<file path="src/rtl/dircoh_pkg.sv">
package dircoh_pkg;

    typedef enum logic [2:0] {
        ST_IDLE  = 3'd0,
        ST_SEND  = 3'd1,
        ST_WAIT  = 3'd2,
        ST_MEMRD = 3'd3,
        ST_REPLY = 3'd4
    } home_st_e;

    typedef enum logic {
        MSG_RECALL = 1'b0,
        MSG_INVAL  = 1'b1
    } msg_kind_e;

endpackage

</file>
<file path="src/rtl/dircoh_dir_store.sv">
module dircoh_dir_store #(
    parameter int NPROC    = 4,
    parameter int NBLK     = 8,
    parameter int DW       = 16,
    parameter int AW       = 3,
    parameter int MEM_BASE = 4096
) (
    input  logic             clk,
    input  logic             rst_n,
    input  logic [AW-1:0]    rd_addr,
    output logic [NPROC-1:0] rd_pres,
    output logic             rd_dirty,
    output logic [DW-1:0]    rd_data,
    input  logic [AW-1:0]    wr_addr,
    input  logic             dir_we,
    input  logic [NPROC-1:0] dir_pres,
    input  logic             dir_dirty,
    input  logic             mem_we,
    input  logic [DW-1:0]    mem_wdata
);

    logic [NPROC-1:0] pres_q  [NBLK];
    logic [NPROC-1:0] pres_d  [NBLK];
    logic             dirty_q [NBLK];
    logic             dirty_d [NBLK];
    logic [DW-1:0]    mem_q   [NBLK];
    logic [DW-1:0]    mem_d   [NBLK];

    assign rd_pres  = pres_q[rd_addr];
    assign rd_dirty = dirty_q[rd_addr];
    assign rd_data  = mem_q[rd_addr];

    always_comb begin
        pres_d  = pres_q;
        dirty_d = dirty_q;
        mem_d   = mem_q;
        if (dir_we) begin
            pres_d[wr_addr]  = dir_pres;
            dirty_d[wr_addr] = dir_dirty;
        end
        if (mem_we) begin
            mem_d[wr_addr] = mem_wdata;
        end
    end

    always_ff @(posedge clk) begin
        if (!rst_n) begin
            for (int b = 0; b < NBLK; b++) begin
                pres_q[b]  <= '0;
                dirty_q[b] <= 1'b0;
                mem_q[b]   <= DW'(MEM_BASE + b);
            end
        end else begin
            pres_q  <= pres_d;
            dirty_q <= dirty_d;
            mem_q   <= mem_d;
        end
    end

endmodule

</file>
<file path="src/rtl/dircoh_target_sel.sv">
module dircoh_target_sel #(
    parameter int NPROC = 4,
    parameter int PIDW  = 2
) (
    input  logic [NPROC-1:0] pres,
    input  logic             dirty,
    input  logic             write,
    input  logic [PIDW-1:0]  pid,
    output logic [NPROC-1:0] targets,
    output logic             owner_hit
);

    logic [NPROC-1:0] self_oh;

    for (genvar g = 0; g < NPROC; g++) begin : g_self
        assign self_oh[g] = (pid == PIDW'(g));
    end

    assign owner_hit = dirty && ((pres & self_oh) != '0);

    always_comb begin
        if (dirty && !owner_hit) begin
            targets = pres;
        end else if (!dirty && write) begin
            targets = pres & ~self_oh;
        end else begin
            targets = '0;
        end
    end

endmodule

</file>
<file path="src/rtl/dircoh_home.sv">
module dircoh_home #(
    parameter int NPROC    = 4,
    parameter int NBLK     = 8,
    parameter int DW       = 16,
    parameter int MEM_LAT  = 2,
    parameter int MEM_BASE = 4096,
    localparam int PIDW    = (NPROC > 1) ? $clog2(NPROC) : 1,
    localparam int AW      = (NBLK > 1) ? $clog2(NBLK) : 1
) (
    input  logic             clk,
    input  logic             rst_n,
    input  logic             req_valid,
    output logic             req_ready,
    input  logic             req_write,
    input  logic [PIDW-1:0]  req_pid,
    input  logic [AW-1:0]    req_addr,
    output logic             msg_valid,
    output logic             msg_kind,
    output logic [AW-1:0]    msg_addr,
    output logic [NPROC-1:0] msg_targets,
    input  logic             ack_valid,
    input  logic [PIDW-1:0]  ack_pid,
    input  logic [DW-1:0]    ack_data,
    output logic             rsp_valid,
    output logic [PIDW-1:0]  rsp_pid,
    output logic [AW-1:0]    rsp_addr,
    output logic             rsp_excl,
    output logic [DW-1:0]    rsp_data
);
    import dircoh_pkg::*;

    localparam int LW = (MEM_LAT > 1) ? $clog2(MEM_LAT + 1) : 1;

    typedef struct packed {
        home_st_e         st;
        logic [PIDW-1:0]  pid;
        logic [AW-1:0]    addr;
        logic             write;
        logic             owner;
        logic             was_dirty;
        logic [NPROC-1:0] pend;
        logic [LW-1:0]    lat;
        logic [DW-1:0]    data;
    } regs_t;

    regs_t r_q, r_d;

    logic [AW-1:0]    rd_addr;
    logic [NPROC-1:0] rd_pres;
    logic             rd_dirty;
    logic [DW-1:0]    rd_data;
    logic             dir_we, dir_dirty, mem_we;
    logic [NPROC-1:0] dir_pres;
    logic [DW-1:0]    mem_wdata;
    logic [NPROC-1:0] sel_targets;
    logic             sel_owner;
    logic [NPROC-1:0] ack_oh, pid_oh, pend_left;

    for (genvar g = 0; g < NPROC; g++) begin : g_oh
        assign ack_oh[g] = (ack_pid == PIDW'(g));
        assign pid_oh[g] = (r_q.pid == PIDW'(g));
    end

    assign rd_addr = (r_q.st == ST_IDLE) ? req_addr : r_q.addr;

    dircoh_dir_store #(
        .NPROC(NPROC), .NBLK(NBLK), .DW(DW), .AW(AW), .MEM_BASE(MEM_BASE)
    ) store_i (
        .clk(clk), .rst_n(rst_n),
        .rd_addr(rd_addr), .rd_pres(rd_pres), .rd_dirty(rd_dirty), .rd_data(rd_data),
        .wr_addr(r_q.addr), .dir_we(dir_we), .dir_pres(dir_pres), .dir_dirty(dir_dirty),
        .mem_we(mem_we), .mem_wdata(mem_wdata)
    );

    dircoh_target_sel #(.NPROC(NPROC), .PIDW(PIDW)) sel_i (
        .pres(rd_pres), .dirty(rd_dirty), .write(req_write), .pid(req_pid),
        .targets(sel_targets), .owner_hit(sel_owner)
    );

    assign pend_left = r_q.pend & ~ack_oh;

    always_comb begin
        r_d       = r_q;
        dir_we    = 1'b0;
        dir_pres  = '0;
        dir_dirty = 1'b0;
        mem_we    = 1'b0;
        mem_wdata = ack_data;
        case (r_q.st)
            ST_IDLE: begin
                if (req_valid) begin
                    r_d.pid       = req_pid;
                    r_d.addr      = req_addr;
                    r_d.write     = req_write;
                    r_d.owner     = sel_owner;
                    r_d.was_dirty = rd_dirty;
                    r_d.pend      = sel_targets;
                    r_d.lat       = LW'(MEM_LAT - 1);
                    r_d.st        = (sel_targets != '0) ? ST_SEND : ST_MEMRD;
                end
            end
            ST_SEND: begin
                r_d.st = ST_WAIT;
            end
            ST_WAIT: begin
                if (ack_valid && ((r_q.pend & ack_oh) != '0)) begin
                    r_d.pend = pend_left;
                    if (pend_left == '0) begin
                        if (r_q.was_dirty) begin
                            mem_we   = 1'b1;
                            r_d.data = ack_data;
                            r_d.st   = ST_REPLY;
                        end else begin
                            r_d.lat = LW'(MEM_LAT - 1);
                            r_d.st  = ST_MEMRD;
                        end
                    end
                end
            end
            ST_MEMRD: begin
                if (r_q.lat == '0) begin
                    r_d.data = rd_data;
                    r_d.st   = ST_REPLY;
                end else begin
                    r_d.lat = r_q.lat - 1'b1;
                end
            end
            ST_REPLY: begin
                dir_we    = 1'b1;
                dir_pres  = r_q.write ? pid_oh : (rd_pres | pid_oh);
                dir_dirty = r_q.write || r_q.owner;
                r_d.st    = ST_IDLE;
            end
            default: r_d.st = ST_IDLE;
        endcase
    end

    always_ff @(posedge clk) begin
        if (!rst_n) begin
            r_q    <= '0;
            r_q.st <= ST_IDLE;
        end else begin
            r_q <= r_d;
        end
    end

    assign req_ready   = (r_q.st == ST_IDLE);
    assign msg_valid   = (r_q.st == ST_SEND);
    assign msg_kind    = r_q.write ? MSG_INVAL : MSG_RECALL;
    assign msg_addr    = r_q.addr;
    assign msg_targets = r_q.pend;
    assign rsp_valid   = (r_q.st == ST_REPLY);
    assign rsp_pid     = r_q.pid;
    assign rsp_addr    = r_q.addr;
    assign rsp_excl    = r_q.write;
    assign rsp_data    = r_q.data;

endmodule

</file>
<file path="config.mk">
export PLATFORM = sky130hd
export DESIGN_NAME = dircoh_home
export DESIGN_NICKNAME = d
export VERILOG_FILES = /design/src/rtl/dircoh_pkg.sv /design/src/rtl/dircoh_dir_store.sv /design/src/rtl/dircoh_target_sel.sv /design/src/rtl/dircoh_home.sv
export SDC_FILE = /design/constraint.sdc
export NUM_CORES = 1
export LEC_CHECK = 0
export ABC_AREA = 1
export BUFFER_PORTS_ARGS = -buffer_cell sky130_fd_sc_hd__clkbuf_2
export CELL_PAD_IN_SITES_DETAIL_PLACEMENT = 0
export CELL_PAD_IN_SITES_GLOBAL_PLACEMENT = 1
export CORE_MARGIN = 4
export CORE_UTILIZATION = 48
export DETAILED_ROUTE_END_ITERATION = 12
export PLACE_DENSITY_LB_ADDON = 0.05
export SYNTH_ARGS = -nofsm -noshare
export SYNTH_HDL_FRONTEND = slang
export SYNTH_SLANG_ARGS = --single-unit
</file>
<file path="constraint.sdc">
create_clock -name clk -period 6 [get_ports clk]
set_input_delay 1.2 -clock clk [delete_from_list [all_inputs] [get_ports clk]]
set_output_delay 1.2 -clock clk [all_outputs]
set_load 0.01 [all_outputs]
</file>
==> results.txt <==
----------------------------------------------------
[Run status]
  Outcome ... finished, final reports clean

[Worst hold path]
  Worst min-delay path endpoint ... store_i.mem_q[103]
  Number of stages on the worst hold path ... 2
  Worst hold path class ... reg2reg
  Critical hold path startpoint ... store_i.mem_q[103]

[Logic synthesis]
  Synth Cell Area ... 9610 sq um
  Yosys top cell by area ... dfxtp_1
  Post-synth top flop ... dfxtp_1
  Dominant cells by area after synthesis ... dfxtp_1, o21ai_0, a21oi_1
  Synthesized area divided by synthesized cell count ... about 7 sq um
  Number of storage elements in the synthesis netlist ... approximately 200
  Number of enable flip-flop cells after synthesis ... 0
  Count of synthesis-stage warnings from yosys ... 0
  Unique masters post-synth ... 41
  Post-synthesis instance total ... 1357
  Fraction of registers with async set/reset ... 0%
  Fraction of post-synthesis cell area in the top cell type by area ... between 40% and 50%
  Syn nets ... roughly 1400
  Sequential area share after synthesis ... 41.9%

[Die]
  Height of the die ... between 100 and 150 um
  Floorplan die width ... 150 um
  Area enclosed by the die boundary ... 22400 sq um
  Initial core utilization ... between 40% and 50%
  # IOs ... about 60
  Area of the core region ... ~20000 sq um
  # rows ... between 50 and 60

[Critical path]
  Destination of the worst register-to-register timing path ... rsp_data[9]
  Crit path from ... r_q[30]
  Worst Path Arrival ... between 3000 and 4000 ps
  Length in cells of the worst reg-to-reg path ... 11
  Worst reg2reg path startpoint ... r_q[30]
  Max FO, Critical Path ... 19
  Setup slack, reg-to-reg ... roughly 2400 ps
  Crit path capture type ... register
  Required time of the critical path ... around 6400 ps
  Critical Path Source Type ... register
  Critical Setup Path Class ... reg2reg

[CTS]
  Clock H-tree levels ... 1
  CTS buffer count ... 23
  Number of hold buffers added after cts ... 0
  Buffer type at the clock tree root ... clkbuf_16
  Insertion delay of the later-clocked pin in the worst-skew pair ... around 500 ps
  Clock buffer depth ... 3
  Number of buffers inserted by post-CTS setup repair ... 0
  Resize count post-CTS ... 0
  Number of clock sinks ... 201
  Post-CTS clock slew at the launch and capture registers of the worst setup and hold paths ... roughly 60 ps
  CTS tree ... done

[Global routing]
  Vias in the first global route ... 8042
  Pin count of the biggest net entering global routing ... 90
  Wire length of the first global-routing pass ... 44400 um
  GRT Util Overall ... 25.0%
  Antenna violations before repair ... 0
  Final global-route overflow total ... 0

[Cells and area]
  Most used cells in the layout excluding fill and tap cells ... o21ai_0, dfxtp_1, nor2_1
  Area of the multi-input gates ... 4260 sq um
  Nets ... 1362
  Commonest non-fill, non-tap cell in the layout ... o21ai_0
  Filler cell count ... roughly 2000
  Storage cell area ... around 4000 sq um
  Number of antenna cells inserted ... 0
  Count of non-filler cells in the finished layout ... 1613
  Layout-stage area growth over the synthesis result ... 7.97%
  Fraction of final layout cells with drive strength greater than 1 ... roughly a tenth

[Timing]
  Minimum clock period ... ~3600 ps
  Post-route clock period utilization ... approximately three fifths
  Post-Route Setup TNS ... 0 ps
  Peak clock frequency supported by timing ... between 0.2 and 0.3 GHz
  Final number of max-transition violations ... 0
  Final Hold Fails ... 0
  Setup Skew ... 7.33 ps
  RSZ-0062 raised after global routing ... no
  Slew headroom ... 31.0%
  Slew of the pin with the lowest slew margin ... roughly 1000 ps
  Final setup violation count ... 0

[Route]
  Final routed wire length divided by cell count ... 17.4 um
  Vias per std cell ... 5.34
  Total Routed Length ... approximately 28000 um
  Remaining routing DRC violations ... 0
  Remaining antenna violation count ... 0
  Total iterations of the first detailed-routing run ... 5
  Starting DRT DRC Count ... approximately 550
  DR vias ... about 8600

[Pwr]
  Leakage power of the design ... 4.41 nW
  Maximum vdd ir drop ... around 280 uV
  Power density over the cells ... between 400 and 500 nW/um^2
  Total power draw ... about 4.4 mW

[Place]
  RePlAce Congestion ... 0.815
  Count of input and output buffers ... 60
  Detailed placer's ending HPWL ... around 17000 um
  Total instance count after detailed placement ... ~1600

[Flow run]
  Total of max-cap violations ... 0

----------------------------------------------------
## routing by layer
layer / track usage, % / wire [um] / vias to the layer above
met3: 3.27 / 1400 / 43
met5: 0 / 0 / -
met1: 34.9 / 13300 / 3978
met4: 5.81 / 543 / 0
li1: - / - / 4399
met2: 41.4 / 12900 / 198
## power by group
group,switching (mW),total [mW],internal (mW)
combinational,1.12,1.55,0.432
clock,0.543,1.38,0.834
sequential,0.0530,1.44,1.38
## cell type report
type	instances	area share, %
sequential	201	38.8
clock inverter	2	0.338
timing repair buffer	66	3.35
multi-input combinational	861	41.0
clock buffer	38	6.76
tap	265	3.20
inverter	180	6.56
## critical path, cell delays in order (launching register included)
cell and delay, ps:
dfxtp_1 390, inv_1 100, nor3_4 830, inv_2 490
nor2_1 280, nor2_1 80, nand2_1 110, inv_2 70
nand2_2 440, inv_2 310, o21ai_0 260, a21oi_1 60
## synth_stat cells, types with 2 or more instances
cell type / instances
a31oi_1: 4
nand2_4: 2
buf_6: 9
nand2_1: 118
buf_4: 35
nor3_1: 14
nor2_4: 10
o211ai_1: 9
nor2_1: 191
inv_4: 2
clkbuf_1: 45
inv_1: 163
o221ai_1: 16
dfxtp_1: 201
buf_2: 16
and2_1: 4
nor2_2: 2
o21ai_1: 11
o311ai_1: 2
inv_2: 14
a21oi_1: 156
nand3b_1: 2
clkbuf_2: 2
buf_1: 8
o21ai_0: 228
o311ai_0: 14
nand3_1: 60
nand2_2: 6
## worst max path at each step
stage	endpoint	slack (ps)	cells past startpoint
CTS	rsp_data[9]	2470	11
global route	store_i.pres_q[30]	2210	12
global placement	store_i.pres_q[10]	2180	12
floorplan	store_i.mem_q[43]	3200	9
finish	rsp_data[9]	2420	11
detailed placement	store_i.pres_q[27]	2100	12
## per-stage QoR
step | hold WS [ps] | setup WS (ps) | area, sq um | utilization, %
floorplan | 424 | 3200 | 9610 | -
global placement | 432 | 2180 | 9640 | 49.2
finish | 447 | 2420 | 10400 | 53.0
CTS | 447 | 2470 | 10400 | 53.0
global route | 461 | 2210 | 10400 | 53.0
detailed placement | 437 | 2100 | 9640 | 49.2
## sequential cells by signal, indices dropped and copies added (netlist names)
register	flops
store_i.pres_q	32
rsp_data	16
rsp_excl	1
store_i.dirty_q	8
store_i.mem_q	128
r_q	7
msg_addr	3
rsp_pid	2
msg_targets	4
## cell families (layout without fill, tap and decap cells)
kind of cell	after synthesis	after routing	synth area share (%)
AO/OA/AOI/OAI	446	446	25.1
AND/OR/NAND/NOR	414	414	19.1
buffers and inverters	295	286	13.9
flip-flops	201	201	41.9
adder cells (fa/ha/maj)	1	1	0.130
Power figures use the tool's default switching activity.
